--- src/rtl/alu_pkg.sv ---
// Package alu_pkg
// Purpose : shared control types and named operation codes for the bit-sliced ALU.
// Assumes : the 4-bit code is split into invert-A, negate-B and a 2-bit output pick.
package alu_pkg;

    typedef enum logic [1:0] {
        PICK_AND  = 2'b00,
        PICK_OR   = 2'b01,
        PICK_SUM  = 2'b10,
        PICK_LESS = 2'b11
    } pick_e;

    typedef struct packed {
        logic  inv_a;
        logic  neg_b;
        pick_e pick;
    } alu_ctl_t;

    localparam logic [3:0] OPC_AND = 4'b0000;
    localparam logic [3:0] OPC_OR  = 4'b0001;
    localparam logic [3:0] OPC_ADD = 4'b0010;
    localparam logic [3:0] OPC_SUB = 4'b0110;
    localparam logic [3:0] OPC_SLT = 4'b0111;
    localparam logic [3:0] OPC_NOR = 4'b1100;

endpackage

--- src/rtl/alu_decode.sv ---
// Module alu_decode
// Purpose : splits the operation code into per-slice control fields.
// Assumes : every 4-bit value is legal; the fields apply independently.
module alu_decode
    import alu_pkg::*;
(
    input  logic [3:0] op_code_i,
    output alu_ctl_t   ctl_o
);

    // Map code bits onto the control fields.
    always_comb begin
        ctl_o.inv_a = op_code_i[3];
        ctl_o.neg_b = op_code_i[2];
        ctl_o.pick  = pick_e'(op_code_i[1:0]);
    end

endmodule

--- src/rtl/alu_carry_chain.sv ---
// Module alu_carry_chain
// Purpose : ripple carry network across all slices.
// Assumes : operands are already conditioned (inverted) by the slices;
//           carry_o[0] is the chain input, carry_o[WIDTH] the final carry.
module alu_carry_chain #(
    parameter int WIDTH = 32
) (
    input  logic [WIDTH-1:0] ae_i,
    input  logic [WIDTH-1:0] be_i,
    input  logic             cin_i,
    output logic [WIDTH:0]   carry_o
);

    // Ripple the carry from bit 0 upward using generate/propagate terms.
    always_comb begin
        logic [WIDTH:0] c;
        c[0] = cin_i;
        for (int i = 0; i < WIDTH; i++) begin
            c[i+1] = (ae_i[i] & be_i[i]) | ((ae_i[i] ^ be_i[i]) & c[i]);
        end
        carry_o = c;
    end

endmodule

--- src/rtl/alu_slice.sv ---
// Module alu_slice
// Purpose : one bit of the ALU - operand conditioning, sum bit and output pick.
// Assumes : carries come from the shared chain; IS_TOP marks the sign slice,
//           which alone reports its sum as "set" and its overflow term.
module alu_slice
    import alu_pkg::*;
#(
    parameter bit IS_TOP = 1'b0
) (
    input  logic  a_i,
    input  logic  b_i,
    input  logic  inv_a_i,
    input  logic  neg_b_i,
    input  logic  cin_i,
    input  logic  cout_i,
    input  logic  less_i,
    input  pick_e pick_i,
    output logic  ae_o,
    output logic  be_o,
    output logic  res_o,
    output logic  set_o,
    output logic  ovf_o
);

    logic sum;

    // Condition operands and form the sum bit.
    always_comb begin
        ae_o = a_i ^ inv_a_i;
        be_o = b_i ^ neg_b_i;
        sum  = ae_o ^ be_o ^ cin_i;
    end

    // Pick this slice's output from the four paths.
    always_comb begin
        unique case (pick_i)
            PICK_AND:  res_o = ae_o & be_o;
            PICK_OR:   res_o = ae_o | be_o;
            PICK_SUM:  res_o = sum;
            PICK_LESS: res_o = less_i;
            default:   res_o = 1'b0;
        endcase
    end

    // Sign and overflow terms, live only in the top slice.
    always_comb begin
        set_o = IS_TOP & sum;
        ovf_o = IS_TOP & (cin_i ^ cout_i);
    end

endmodule

--- src/rtl/alu_flags.sv ---
// Module alu_flags
// Purpose : zero detect over the result word and gating of the overflow flag.
// Assumes : ovf_bits_i is zero except in the top slice position.
module alu_flags
    import alu_pkg::*;
#(
    parameter int WIDTH = 32
) (
    input  logic [WIDTH-1:0] res_i,
    input  pick_e            pick_i,
    input  logic [WIDTH-1:0] ovf_bits_i,
    output logic             zero_o,
    output logic             ovf_o
);

    // Reduce the result and qualify overflow by the arithmetic pick.
    always_comb begin
        zero_o = ~|res_i;
        ovf_o  = (pick_i == PICK_SUM) & (|ovf_bits_i);
    end

endmodule

--- src/rtl/bitslice_alu.sv ---
// Module bitslice_alu
// Purpose : WIDTH-bit combinational ALU made of one-bit slices on a ripple chain.
// Assumes : no clock or state; outputs settle from inputs within the cycle.
module bitslice_alu
    import alu_pkg::*;
#(
    parameter int WIDTH = 32
) (
    input  logic [WIDTH-1:0] opa_i,
    input  logic [WIDTH-1:0] opb_i,
    input  logic [3:0]       op_code_i,
    output logic [WIDTH-1:0] result_o,
    output logic             zero_o,
    output logic             overflow_o
);

    localparam int MSB = WIDTH - 1;

    alu_ctl_t         ctl;
    logic [WIDTH-1:0] ae_w;
    logic [WIDTH-1:0] be_w;
    logic [WIDTH:0]   carry_w;
    logic [WIDTH-1:0] less_w;
    logic [WIDTH-1:0] set_w;
    logic [WIDTH-1:0] ovf_w;
    logic [WIDTH-1:0] res_w;
    logic             set_bit;

    alu_decode u_decode (
        .op_code_i (op_code_i),
        .ctl_o     (ctl)
    );

    alu_carry_chain #(.WIDTH(WIDTH)) u_chain (
        .ae_i    (ae_w),
        .be_i    (be_w),
        .cin_i   (ctl.neg_b),
        .carry_o (carry_w)
    );

    // Only the top slice drives a nonzero set term.
    always_comb set_bit = |set_w;

    for (genvar i = 0; i < WIDTH; i++) begin : g_slice
        if (i == 0) begin : g_lsb_less
            assign less_w[i] = set_bit;
        end else begin : g_zero_less
            assign less_w[i] = 1'b0;
        end

        alu_slice #(.IS_TOP(i == MSB)) u_slice (
            .a_i     (opa_i[i]),
            .b_i     (opb_i[i]),
            .inv_a_i (ctl.inv_a),
            .neg_b_i (ctl.neg_b),
            .cin_i   (carry_w[i]),
            .cout_i  (carry_w[i+1]),
            .less_i  (less_w[i]),
            .pick_i  (ctl.pick),
            .ae_o    (ae_w[i]),
            .be_o    (be_w[i]),
            .res_o   (res_w[i]),
            .set_o   (set_w[i]),
            .ovf_o   (ovf_w[i])
        );
    end

    alu_flags #(.WIDTH(WIDTH)) u_flags (
        .res_i      (res_w),
        .pick_i     (ctl.pick),
        .ovf_bits_i (ovf_w),
        .zero_o     (zero_o),
        .ovf_o      (overflow_o)
    );

    // Drive the result word out.
    always_comb result_o = res_w;

    // Guard the slice row against word-level arithmetic and logic.
    always_comb begin
        if (op_code_i == OPC_AND) begin

            and_op_chk: assert (result_o == (opa_i & opb_i))
                else $error("and result mismatch");
        end
        if (op_code_i == OPC_ADD) begin

            add_op_chk: assert (result_o == opa_i + opb_i)
                else $error("add result mismatch");
        end
        if (op_code_i == OPC_SUB) begin

            sub_op_chk: assert (result_o == opa_i - opb_i)
                else $error("sub result mismatch");
        end
        if (op_code_i == OPC_SLT) begin

            slt_upper_chk: assert (result_o[WIDTH-1:1] == '0)
                else $error("slt upper bits nonzero");
        end
        if (op_code_i[1:0] != 2'b10) begin

            no_overflow_chk: assert (!overflow_o)
                else $error("overflow on non-arithmetic code");
        end
        if (op_code_i == OPC_NOR) begin

            nor_op_chk: assert (result_o == ~(opa_i | opb_i))
                else $error("nor result mismatch");
        end
    end

endmodule

--- config.mk ---
export PLATFORM = sky130hd
export DESIGN_NAME = bitslice_alu
export DESIGN_NICKNAME = d
export VERILOG_FILES = /design/src/rtl/alu_pkg.sv /design/src/rtl/alu_decode.sv /design/src/rtl/alu_carry_chain.sv /design/src/rtl/alu_slice.sv /design/src/rtl/alu_flags.sv /design/src/rtl/bitslice_alu.sv
export SDC_FILE = /design/constraint.sdc
export NUM_CORES = 1
export LEC_CHECK = 0
export BUFFER_PORTS_ARGS = -buffer_cell sky130_fd_sc_hd__buf_4
export CAP_MARGIN = 25
export CORE_UTILIZATION = 60
export DETAILED_ROUTE_END_ITERATION = 12
export PLACE_DENSITY = 0.95
export SETUP_SLACK_MARGIN = 0.3
export SLEW_MARGIN = 25
export SYNTH_ARGS = -nofsm -noshare
export SYNTH_HDL_FRONTEND = slang
export SYNTH_SLANG_ARGS = --single-unit
--- constraint.sdc ---
create_clock -name vclk -period 42.5
set_input_delay 10.625 -clock vclk [all_inputs]
set_output_delay 10.625 -clock vclk [all_outputs]
set_load 0.05 [all_outputs]
==> implementation parameters <==
Parameter                              Value

Floorplanning
  Floorplan Core Area    ~5500 um^2
  Vert. Die Dim    78.3 um
  Number of rows created at floorplan    27
  Die X-Extent    between 70 and 80 um
  Count of pins on the block boundary    102
  Effective utilization at floorplan    0.630
  Die area    6120 um^2

Final layout
  Layout net count    approximately 620
  Number of clock buffer instances in the layout    0
  Share of final-layout standard cells stronger than drive strength 1    0.229
  Area of all placed cells without fillers    3990 um^2
  Final antenna diode count    0
  Num sequential    0
  Area of the multi-input gates    2850 um^2
  Relative area change from synthesis to final layout    14.4%
  Flip-flop and latch area    0 um^2
  Total of fill cells in the finished design    458

STA
  Final number of max-transition violations    0
  Number of setup violations in the final report    0
  Post-route worst hold slack    21.96 ns
  Final-layout setup total negative slack    0 ns
  Worst-case headroom to the max-slew limit    0.548
  Max frequency    0.0275 GHz
  Final hold violation count    0
  Pin slew with the least headroom to its limit    0.679 ns
  Tcrit/Tclk final    0.854
  Tmin final    around 36 ns
  RSZ-0062 raised after global routing    no

CTS
  Post_cts resized    0
  Hold-fix buffer count after cts    0
  Number of post-CTS setup repair buffers    0

Logic synthesis
  Dominant combinational cell family by area after synthesis    adder cells
  Net count of the mapped netlist    574
  Portion of netlist area occupied by mux cells    0.0380
  Seq/Total Area, Yosys    0
  Simple-gate portion of the synthesized area    0.102
  Post-Synth Adder-Cell Area    0.407
  Instance count of the mapped netlist    411
  Synthesized area    3490 um^2
  Post-synthesis cell type count    23
  Compound-Gate Fraction of Synth Area    0.103
  Xor/xnor share of the synthesized area    0.166
  Yosys Warn Count    0
  Avg Inst Size Synth    roughly 8.5 um^2

Power and ir drop
  Seq pwr share    0
  Power share of the combinational group    1.000
  Internal power consumption    0.0000315 W
  Net switching power    0.0000522 W
  Sum of internal, switching and leakage power    0.0000837 W
  Switching power as a share of total power    0.623
  Leakage    2.17 nW
  Power density cells    21.0 nW/um^2
  Clock power frac    0
  Maximum resistive drop on vdd    0.0000180 V

Global route
  Overflow after GRT    0
  Total global-route track usage    0.252
  Global-route wire length before repair    roughly 13 mm
  Maximum number of pins on one net before global-route repair    75
  Initial antenna violation count    0
  Vias in the first global route    2915

Setup path
  Worst path arrival time    25.68 ns
  Worst setup path start    op_code_i[3]
  Endpoint of the worst setup timing path    zero_o
  Most used cell along the critical path    sky130_fd_sc_hd__fa_1
  Worst Path Class, Setup    input port to primary output
  Setup crit end kind    primary output
  Highest cell delay on the worst timing path    0.50 ns
  Critical Path RT    31.87 ns
  Master of the slowest instance on the critical path    sky130_fd_sc_hd__mux4_2
  Largest fanout of any net on the critical path    32
  CP startpoint kind    input port

Detailed routing
  Routed wire length per instance    between 10 and 15 um
  Starting DRT DRC Count    110
  Vias per std cell    about 5.2
  Number of optimization iterations in the first detailed-route pass    4
  Antenna Nets Post-Route    0
  Routed WL    7.63 mm
  Total via count after detailed routing    ~2800
  Post-route DRC    0

Place
  Quantity of I/O buffers inserted on ports    102
  Final weighted congestion in routability-driven placement    0.841
  Placed wire-length estimate after detailed placement    6.17 mm
  Placed inst area    3990 um^2

Run status
  Status    finished, final reports clean

Min path
  Hold path cells    6
  Hold/Removal Path Class    input port to primary output

Flow run
  Max-cap violations    0
-- critical path, delay by kind of cell --
kind	cells	cell delay, ns
buffers and inverters	4	0.88
adder cells (fa/ha/maj)	31	12.51
multiplexers	1	0.50
AO/OA/AOI/OAI	1	0.10
AND/OR/NAND/NOR	3	0.78
XOR/XNOR	1	0.24
-- layout by cell type (no fill, tap or decap), drive strengths merged --
cell / count
buf: 102
inv: 77
xor2: 66
ha: 64
nor2b: 40
fa: 31
o21ai: 21
o31a: 20
mux2i: 11
o22ai: 10
or4: 9
nand2: 1
nand2b: 1
o22a: 1
mux4: 1
o221ai: 1
nor4: 1
nor3b: 1
-- cell usage after synthesis --
cell type | instances | share of area
sky130_fd_sc_hd__inv_1 | 77 | 0.083
sky130_fd_sc_hd__xor2_1 | 66 | 0.17
sky130_fd_sc_hd__ha_1 | 64 | 0.23
sky130_fd_sc_hd__nor2b_1 | 39 | 0.070
sky130_fd_sc_hd__buf_4 | 33 | 0.071
sky130_fd_sc_hd__fa_1 | 31 | 0.18
sky130_fd_sc_hd__o21ai_0 | 21 | 0.030
sky130_fd_sc_hd__o31a_1 | 20 | 0.050
sky130_fd_sc_hd__mux2i_1 | 11 | 0.032
sky130_fd_sc_hd__clkbuf_1 | 10 | 0.011
sky130_fd_sc_hd__o22ai_1 | 10 | 0.018
sky130_fd_sc_hd__or4_1 | 9 | 0.019
sky130_fd_sc_hd__buf_2 | 6 | 0.0086
sky130_fd_sc_hd__buf_1 | 4 | 0.0043
sky130_fd_sc_hd__buf_6 | 2 | 0.0065
sky130_fd_sc_hd__mux4_2 | 1 | 0.0065
sky130_fd_sc_hd__nand2_1 | 1 | 0.0011
sky130_fd_sc_hd__nand2b_1 | 1 | 0.0018
sky130_fd_sc_hd__nor2b_4 | 1 | 0.0039
sky130_fd_sc_hd__nor3b_1 | 1 | 0.0022
sky130_fd_sc_hd__nor4_2 | 1 | 0.0036
sky130_fd_sc_hd__o221ai_1 | 1 | 0.0025
sky130_fd_sc_hd__o22a_1 | 1 | 0.0025
-- worst min path at each step --
stage	start	end	slack (ns)
after floorplan	op_code_i[0]	result_o[22]	21.70
after global placement	opb_i[13]	result_o[13]	21.94
after detailed placement	opa_i[10]	result_o[10]	21.95
after CTS	opb_i[12]	result_o[12]	21.96
after global routing	opa_i[10]	result_o[10]	21.99
final	opa_i[10]	result_o[10]	21.96
-- per-stage QoR --
stage / util / std cells / setup WS [ns]
4_1_cts: 0.721 / 530 / 6.23
3_3_place_gp: 0.721 / 530 / 6.63
2_1_floorplan: - / 411 / 6.48
3_5_place_dp: 0.721 / 530 / 6.29
6_report: 0.721 / 530 / 6.20
5_1_grt: 0.721 / 530 / 5.71
-- per-layer routing --
metal  up-vias  wire length (um)  GRT usage
li1       1322                 -          -
met1      1339              3110      0.293
met2       105              3990      0.496
met3        14               389     0.0174
met4         0               146     0.0556
met5         -                 0          0
-- power groups by stage --
stage	registers, W	clock network [W]	logic (W)
2_1_floorplan	0	0	0.0000670
3_3_place_gp	0	0	0.0000790
3_5_place_dp	0	0	0.0000838
4_1_cts	0	0	0.0000840
5_1_grt	0	0	0.0000920
6_report	0	0	0.0000837
-- final cells by class --
class | instances | area share
multi-input cells | 279 | 0.713
inverters | 77 | 0.0724
well taps | 72 | 0.0226
repair buffers | 102 | 0.192
-- kinds of logic (layout without fill, tap and decap cells) --
| group | Yosys count | count (layout) |
|---|---|---|
| buffers and inverters | 132 | 179 |
| and+or+nand+nor | 53 | 53 |
| AOI/OAI and AO/OA | 53 | 53 |
| adders and majority gates | 95 | 95 |
| muxes | 12 | 12 |
| xor gates and xnor gates | 66 | 66 |
Note: power is estimated with default switching activity, not from simulation.
